`src/rtl/div_check_pkg.sv`:
```
package div_check_pkg;
  parameter int unsigned DATA_W  = 32;
  parameter int unsigned LIMB_W  = 12;
  parameter int unsigned N_LIMB  = 3;
  parameter int unsigned HALF_W  = DATA_W / 2;
  parameter int unsigned N_HALF  = 2;
  localparam int unsigned PROD_W = 2 * LIMB_W;
  localparam int unsigned S1_W   = DATA_W - LIMB_W;
  localparam int unsigned S2_W   = DATA_W - 2 * LIMB_W;

  typedef logic [LIMB_W-1:0] limb_t;
  typedef limb_t [N_LIMB-1:0] limbs_t;

  function automatic limbs_t split_limbs(input logic [DATA_W-1:0] v);
    limbs_t l;
    for (int i = 0; i < int'(N_LIMB); i++) begin
      l[i] = limb_t'(v >> (i * LIMB_W));
    end
    return l;
  endfunction
endpackage

```
`src/rtl/div_prod_chk.sv`:
```
module div_prod_chk
  import div_check_pkg::*;
(
  input  logic [DATA_W-1:0] numer_i,
  input  logic [DATA_W-1:0] denom_i,
  input  logic [DATA_W-1:0] quot_i,
  input  logic [DATA_W-1:0] rem_i,
  output logic              mismatch_o
);
  limbs_t q, d, r;
  logic [PROD_W-1:0] p [N_LIMB][N_LIMB];

  assign q = split_limbs(quot_i);
  assign d = split_limbs(denom_i);
  assign r = split_limbs(rem_i);

  for (genvar i = 0; i < N_LIMB; i++) begin : g_qi
    for (genvar j = 0; j < N_LIMB; j++) begin : g_dj
      assign p[i][j] = {{LIMB_W{1'b0}}, q[i]} * {{LIMB_W{1'b0}}, d[j]};
    end
  end

  logic [PROD_W-1:0] sum0;
  logic [S1_W-1:0]   sum1;
  logic [S2_W-1:0]   sum2;

  // weights 2^0, 2^12, 2^24; bits beyond 2^32 fall off each sum
  assign sum0 = p[0][0] + PROD_W'(r[0]);
  assign sum1 = S1_W'(p[0][1]) + S1_W'(p[1][0]) + S1_W'(r[1])
              + S1_W'(sum0[PROD_W-1:LIMB_W]);
  assign sum2 = S2_W'(p[0][2]) + S2_W'(p[1][1]) + S2_W'(p[2][0]) + S2_W'(r[2])
              + sum1[S1_W-1:LIMB_W];

  logic [HALF_W-1:0] lo_rec, hi_rec;
  assign lo_rec = {sum1[HALF_W-LIMB_W-1:0], sum0[LIMB_W-1:0]};
  assign hi_rec = {sum2, sum1[LIMB_W-1:HALF_W-LIMB_W]};

  assign mismatch_o = (lo_rec != numer_i[HALF_W-1:0]) ||
                      (hi_rec != numer_i[DATA_W-1:HALF_W]);
endmodule

```
`src/rtl/div_range_chk.sv`:
```
module div_range_chk
  import div_check_pkg::*;
(
  input  logic [DATA_W-1:0] denom_i,
  input  logic [DATA_W-1:0] rem_i,
  output logic              fail_o
);
  logic [N_HALF:0] carry;
  assign carry[0] = 1'b0;

  for (genvar h = 0; h < N_HALF; h++) begin : g_half
    logic [HALF_W:0] diff;
    // biased d - r - 1 + carry; top bit set means no underflow
    assign diff = {1'b1, {HALF_W{1'b0}}}
                + {1'b0, denom_i[h*HALF_W +: HALF_W]}
                - {1'b0, rem_i[h*HALF_W +: HALF_W]}
                - (HALF_W+1)'(1)
                + (HALF_W+1)'(carry[h]);
    assign carry[h+1] = diff[HALF_W];
  end

  assign fail_o = (denom_i != '0) && !carry[N_HALF];
endmodule

```
`src/rtl/div_check.sv`:
```
module div_check
  import div_check_pkg::*;
(
  input  logic              clk_i,
  input  logic              rst_ni,
  input  logic              valid_i,
  input  logic [DATA_W-1:0] numer_i,
  input  logic [DATA_W-1:0] denom_i,
  input  logic [DATA_W-1:0] quot_i,
  input  logic [DATA_W-1:0] rem_i,
  output logic              valid_o,
  output logic              pass_o,
  output logic              prod_err_o,
  output logic              range_err_o
);
  logic mismatch, range_fail;

  div_prod_chk u_prod (
    .numer_i   (numer_i),
    .denom_i   (denom_i),
    .quot_i    (quot_i),
    .rem_i     (rem_i),
    .mismatch_o(mismatch)
  );

  div_range_chk u_range (
    .denom_i(denom_i),
    .rem_i  (rem_i),
    .fail_o (range_fail)
  );

  always_ff @(posedge clk_i or negedge rst_ni) begin
    if (!rst_ni) begin
      valid_o     <= 1'b0;
      pass_o      <= 1'b0;
      prod_err_o  <= 1'b0;
      range_err_o <= 1'b0;
    end else begin
      valid_o     <= valid_i;
      pass_o      <= valid_i && !mismatch && !range_fail;
      prod_err_o  <= valid_i && mismatch;
      range_err_o <= valid_i && range_fail;
    end
  end

  a_r8_pass_excl: assert property (@(posedge clk_i) disable iff (!rst_ni)
    pass_o |-> (valid_o && !prod_err_o && !range_err_o));

  a_r9_idle_quiet: assert property (@(posedge clk_i) disable iff (!rst_ni)
    !valid_o |-> (!pass_o && !prod_err_o && !range_err_o));

  a_r7_zero_denom_no_range: assert property (@(posedge clk_i) disable iff (!rst_ni)
    (valid_i && denom_i == '0) |=> !range_err_o);

  a_r5_range_vs_compare: assert property (@(posedge clk_i) disable iff (!rst_ni)
    (valid_i && denom_i != '0) |=> (range_err_o == ($past(rem_i) >= $past(denom_i))));

  a_r3_prod_vs_arith: assert property (@(posedge clk_i) disable iff (!rst_ni)
    valid_i |=> (prod_err_o ==
      (DATA_W'($past(quot_i) * $past(denom_i) + $past(rem_i)) != $past(numer_i))));
endmodule

```
`config.mk`:
```
export PLATFORM = sky130hd
export DESIGN_NAME = div_check
export DESIGN_NICKNAME = d
export VERILOG_FILES = /design/src/rtl/div_check_pkg.sv /design/src/rtl/div_prod_chk.sv /design/src/rtl/div_range_chk.sv /design/src/rtl/div_check.sv
export SDC_FILE = /design/constraint.sdc
export NUM_CORES = 1
export LEC_CHECK = 0
export ABC_AREA = 1
export BUFFER_PORTS_ARGS = -buffer_cell sky130_fd_sc_hd__clkbuf_2
export CORE_ASPECT_RATIO = 1.1
export CORE_UTILIZATION = 42
export CTS_BUF_LIST = sky130_fd_sc_hd__clkbuf_4 sky130_fd_sc_hd__clkbuf_8
export CTS_CLUSTER_DIAMETER = 60
export DETAILED_ROUTE_END_ITERATION = 8
export GPL_ROUTABILITY_DRIVEN = 1
export MAX_ROUTING_LAYER = met4
export SLEW_MARGIN = 30
export SYNTH_ARGS = -nofsm -noshare
export SYNTH_HDL_FRONTEND = slang
export SYNTH_SLANG_ARGS = --single-unit
```
`constraint.sdc`:
```
create_clock -name clk_i -period 1.17 [get_ports clk_i]
set_clock_uncertainty 0.05 [all_clocks]
set_input_delay 0.1755 -clock clk_i [delete_from_list [all_inputs] [get_ports clk_i]]
set_output_delay 0.1755 -clock clk_i [all_outputs]
set_load 0.02 [all_outputs]
```
# Yosys cells after proc, flatten, opt, wreduce, memory -nomap -nowiden
# Index checks and enable logic that the tools add are counted.
# W data, S select, Z words.
dict set report totals {
  regBits 4
  inputBits 131
  elab_cells 37
}
dict set report op_classes {
  n_addsub 15
  multipliers 6
  n_eq_ne 2
  n_reduce_logical 10
}
# operator n
set op_table {}
lappend op_table {{$add A20 B12 Y20} 2}
lappend op_table {{$mul A12 B12 Y20} 2}
lappend op_table {{$add A17 B16 Y17 const A} 2}
lappend op_table {{$sub A17 B1 Y17 const B} 2}
lappend op_table {{$sub A17 B16 Y17} 2}
lappend op_table {{$add A8 B8 Y8} 4}
lappend op_table {{$ne A16 B16 Y1} 2}
lappend op_table {{$reduce_bool A32 Y1} 1}
lappend op_table {{$add A24 B12 Y24} 1}
lappend op_table {{$mul A12 B12 Y24} 1}
lappend op_table {{$add A20 B20 Y20} 1}
lappend op_table {{$add A17 B1 Y17} 1}
lappend op_table {{$mul A12 B12 Y8} 1}
lappend op_table {{$mul A12 B8 Y8} 1}
lappend op_table {{$mul A8 B12 Y8} 1}
lappend op_table {{$logic_and A1 B1 Y1} 5}
lappend op_table {{$logic_not A1 Y1} 3}
lappend op_table {{$logic_or A1 B1 Y1} 1}

# Logic depth before layout (Yosys ltp)
dict set report depth {
  word_depth 10
  ltp_mapped 78
  ltp_nobuf 76
}

# Hierarchy
# A second synthesis with hierarchy kept.
dict set report unflattened {
  hier_cells 2796
  hier_area_um2 20462.1
}
# mod n_inst cells_per_inst area_per_inst_um2 seq_area_each_um2
set modules_own_cells {}
lappend modules_own_cells {div_prod_chk 1 2645 19463.7 0.0}
lappend modules_own_cells {div_range_chk 1 140 872.1 0.0}
lappend modules_own_cells {div_check 1 11 126.4 100.1}

# Least setup slack after synthesis
# No wires, ideal clock.
dict set report synth_timing {
  path_type {input to register}
  startpoint {in denom_i[3]}
  endpoint {reg prod_err_o}
  setup_ns 0.113
  arrival_ns 12.811
  setup_slack_ns -11.804
  cell_stages 75
  path_buffers 2
  cell_sequence {clkbuf_1 buf_1 nand2_1 fa_1 fa_1 fa_1 inv_1 fa_1 inv_1 fa_1 inv_1 ha_1 nand2_1 inv_1 nand3_1 nand3_1 nand3_1 nand2_1 [... 39 more ...] nand2_1 nand2_1 a21oi_1 inv_1 nand2_1 nand2_1 inv_1 nand2_1 nand2_1 nand2_1 nand2_1 inv_1 nand2_1 nand2_1 nand2_1 nand3_1 nand2_1 inv_1}
}
dict set report synth_between {
  elab_chain_cells 8
}
# element line
set synth_lines {}
lappend synth_lines {{start, declared} div_check.sv:8} ;# input logic [DATA_W-1:0] denom_i,
lappend synth_lines {{$mul A12 B12 Y20} div_prod_chk.sv:19} ;# assign p[i][j] = {{LIMB_W{1'b0}}, q[i]} * {{LIMB_W{1'b0}}, d[j]};
lappend synth_lines {{$add A20 B20 Y20} div_prod_chk.sv:29} ;# assign sum1 = S1_W'(p[0][1]) + S1_W'(p[1][0]) + S1_W'(r[1])
lappend synth_lines {{$add A20 B12 Y20} div_prod_chk.sv:29}
lappend synth_lines {{$add A20 B12 Y20} div_prod_chk.sv:30} ;# + S1_W'(sum0[PROD_W-1:LIMB_W]);
lappend synth_lines {{$add A8 B8 Y8} div_prod_chk.sv:32} ;# + sum1[S1_W-1:LIMB_W];
lappend synth_lines {{$ne A16 B16 Y1} div_prod_chk.sv:39} ;# (hi_rec != numer_i[DATA_W-1:HALF_W]);
lappend synth_lines {{$logic_or A1 B1 Y1 *} div_prod_chk.sv:38} ;# assign mismatch_o = (lo_rec != numer_i[HALF_W-1:0]) ||
lappend synth_lines {{$logic_and A1 B1 Y1 *} div_check.sv:41} ;# prod_err_o <= valid_i && mismatch;
lappend synth_lines {{end signal, assigned} div_check.sv:41}
lappend synth_lines {{end, declared} div_check.sv:13} ;# output logic prod_err_o,
# Mark *: on every way between the ends. The rest lies on a longest branch, timed or not.

# Final worst setup path
dict set report layout_timing {
  startpoint {in denom_i[0]}
  endpoint {reg prod_err_o}
}
# The elaborated chain is that of the path after synthesis.

==> qor.txt <==
die area: 49500 um^2
Num CTS Buffers: 3
core outline area: 47930 um^2
CP startpoint kind: input pin
Pins Over Slew Limit: 0
status: finished, violations left
starting density of the core: 42.60%
Iteration-0 DRC Markers: 946
synth top area cells: fa_1 41%, inv_1 18%, ha_1 15%, nand2_1 14%, nand3_1 1.7%
Clock transition at path regs: 0.03 ns
max cap viols: 0
Crit path arrival time: 13.37 ns
number of global-route vias before repair: 18790
Final WS setup: -12.14 ns
worst setup path class: in -> reg
Post-Syn Nets: 3603
Worst Setup SP: denom_i[0]
DR top layer: met4
drt wl/cell: 16.15 um
number of synthesized register bits: 4
Die H: 233.2 um
Routed Antenna Nets: 0
Cells after Synth: 2807
Syn Area/Cell: 7.273 um^2
final setup violation count: 3
Port Buffers: 134
Worst Hold Class: in -> reg
most common cell after layout, fill and taps aside: inv_1
Synth top area share: 40.99%
Worst EP required: 1.24 ns
share of layout cells above drive strength 1: 17.56%
final hold viol count: 0
die width: 212.2 um
placed cell areas: 23550 um^2
GRT Total Usage: 26.56%
Sink Count: 4
worst-margin pin slew: 0.5497 ns
DRC violations left: 0
RSZ-0062 raised after global routing: yes
crit-path max cell delay: 0.56 ns
fin nets: 3913
Crit-path slowest cell: fa_1
hold_sp: valid_i
Final Cycle Share: 1137%
CP Max Fanout: 8
Setup WS pre-CTS: -12.60 ns
H-Tree Depth: 1
design area: 24280 um^2
critical path depth: 70
Hold Path End: valid_o$_DFF_PN0_
Ys Warns: 0
Synth area leader: fa_1
Syn-to-layout area delta: 18.92%
routed length on met2: 31210 um
cell mode on critical path: fa_1
element type at the critical path end: flop
WL met3: 2375 um
first-pass GRT wire length: 98050 um
failing checks: setup timing
Worst Path Buf+Inv: 14
commonest cells after routing, fill and taps aside: 939 x inv_1, 741 x nand2_1, 414 x fa_1
CTS tree: yes
num rows: 84
final worst path period need: 13.31 ns
Total Wirelength: 60790 um
M1 wire length: 25230 um
vias: 17520
Post-synth EDFFs: 0
Vias/cell: 4.655
Clock Tree Buf Depth: 2
register area share after synthesis: 0.4903%
HPWL after detailed placement: 53520 um
Post-synth ARST share: 100.0%
Crit path max-delay family: adder cells
most used flip-flop cell after synthesis: dfrtp_1
Yosys cell types: 41
Mapped Area: 20420 um^2
I/O Pins: 135
GPL Wtd Cong: 0.9607
maximum clock rate: 75.14 MHz
largest net degree at the start of global routing: 20
DR pass1 iterations: 6
CTS root buf: clkbuf_8
Slew HR: 62.97%
setup TNS: -25.39 ns
hold path depth: 1
grt total ovfl: 0
initial antenna violation count: 5
synth_stat cells, types with 2 or more instances:
| master | instances |
|---|---|
| xor2_1 | 38 |
| clkinv_1 | 2 |
| nor4_1 | 8 |
| xnor2_1 | 28 |
| o21ai_0 | 15 |
| clkbuf_1 | 67 |
| nand3_1 | 69 |
| or2_2 | 3 |
| nand3b_1 | 7 |
| nand2_1 | 763 |
| ha_1 | 247 |
| nand2_2 | 7 |
| a21o_1 | 2 |
| o21bai_1 | 2 |
| buf_1 | 14 |
| buf_4 | 8 |
| buf_2 | 16 |
| a21oi_1 | 49 |
| a21oi_2 | 3 |
| a31oi_1 | 2 |
| dfrtp_1 | 4 |
| nand3_2 | 4 |
| nor2_1 | 27 |
| buf_6 | 2 |
| nor3_1 | 6 |
| inv_2 | 7 |
| inv_1 | 958 |
| o21ai_1 | 2 |
| a211oi_1 | 2 |
| fa_1 | 418 |
| nand4_1 | 16 |
| o21ai_2 | 2 |
logic make-up after synthesis:
kind of cell	Yosys count	synth area share (%)
compound gates	83	2.298
simple gates	913	18.05
flops	4	0.4903
buf+inv	1075	20.09
xor+xnor	67	2.948
fa+ha+maj	665	56.13
how the worst max path moves through the flow:
stage / slack [ns] / to
after floorplan: -11.32 / prod_err_o$_DFF_PN0_
after global placement: -12.44 / prod_err_o$_DFF_PN0_
after detailed placement: -12.60 / prod_err_o$_DFF_PN0_
after CTS: -12.24 / prod_err_o$_DFF_PN0_
after global routing: -12.75 / pass_o$_DFF_PN0_
final: -12.14 / prod_err_o$_DFF_PN0_
final cells by class:
class                   count  area (um^2)
repair buffers            413         2948
diodes                      4        10.01
well taps                 645        807.0
multi-input cells        1728        16740
fillers                  4763        23650
flip-flops and latches      4        100.1
clock buffers               3        41.29
inverters                 967         3632
layer usage:
metal	vias to the layer above	global-route usage (%)
met3	77	0.7529
met4	0	6.857
met5	-	-
li1	8468	-
met1	8566	32.62
met2	409	47.99
stage by stage:
step                util, %  hold slack (ns)  std cells
finish                50.66          0.06484       3764
global route          50.65          0.07961       3763
CTS                   49.56          0.06178       3746
detailed placement    49.13         -0.06422       3739
global placement      49.13         -0.06457       3739
floorplan                 -          -0.1701       2807
timing repair:
action,4_1_cts,5_1_grt
cloned,0,0
resized for setup,31,127
hold endpoints to repair,4,0
hold buffers,1,0
setup endpoints to repair,3,3
setup buffers,3,14
pin swaps,10,61
flip-flops by register name, indices dropped and copies added, names as in the netlist:
name / cells
valid_o: 1
range_err_o: 1
prod_err_o: 1
pass_o: 1
Power is left out: the tool's default activity adds up to more than one toggle a clock period on the data nets, which glitch-free logic cannot reach.
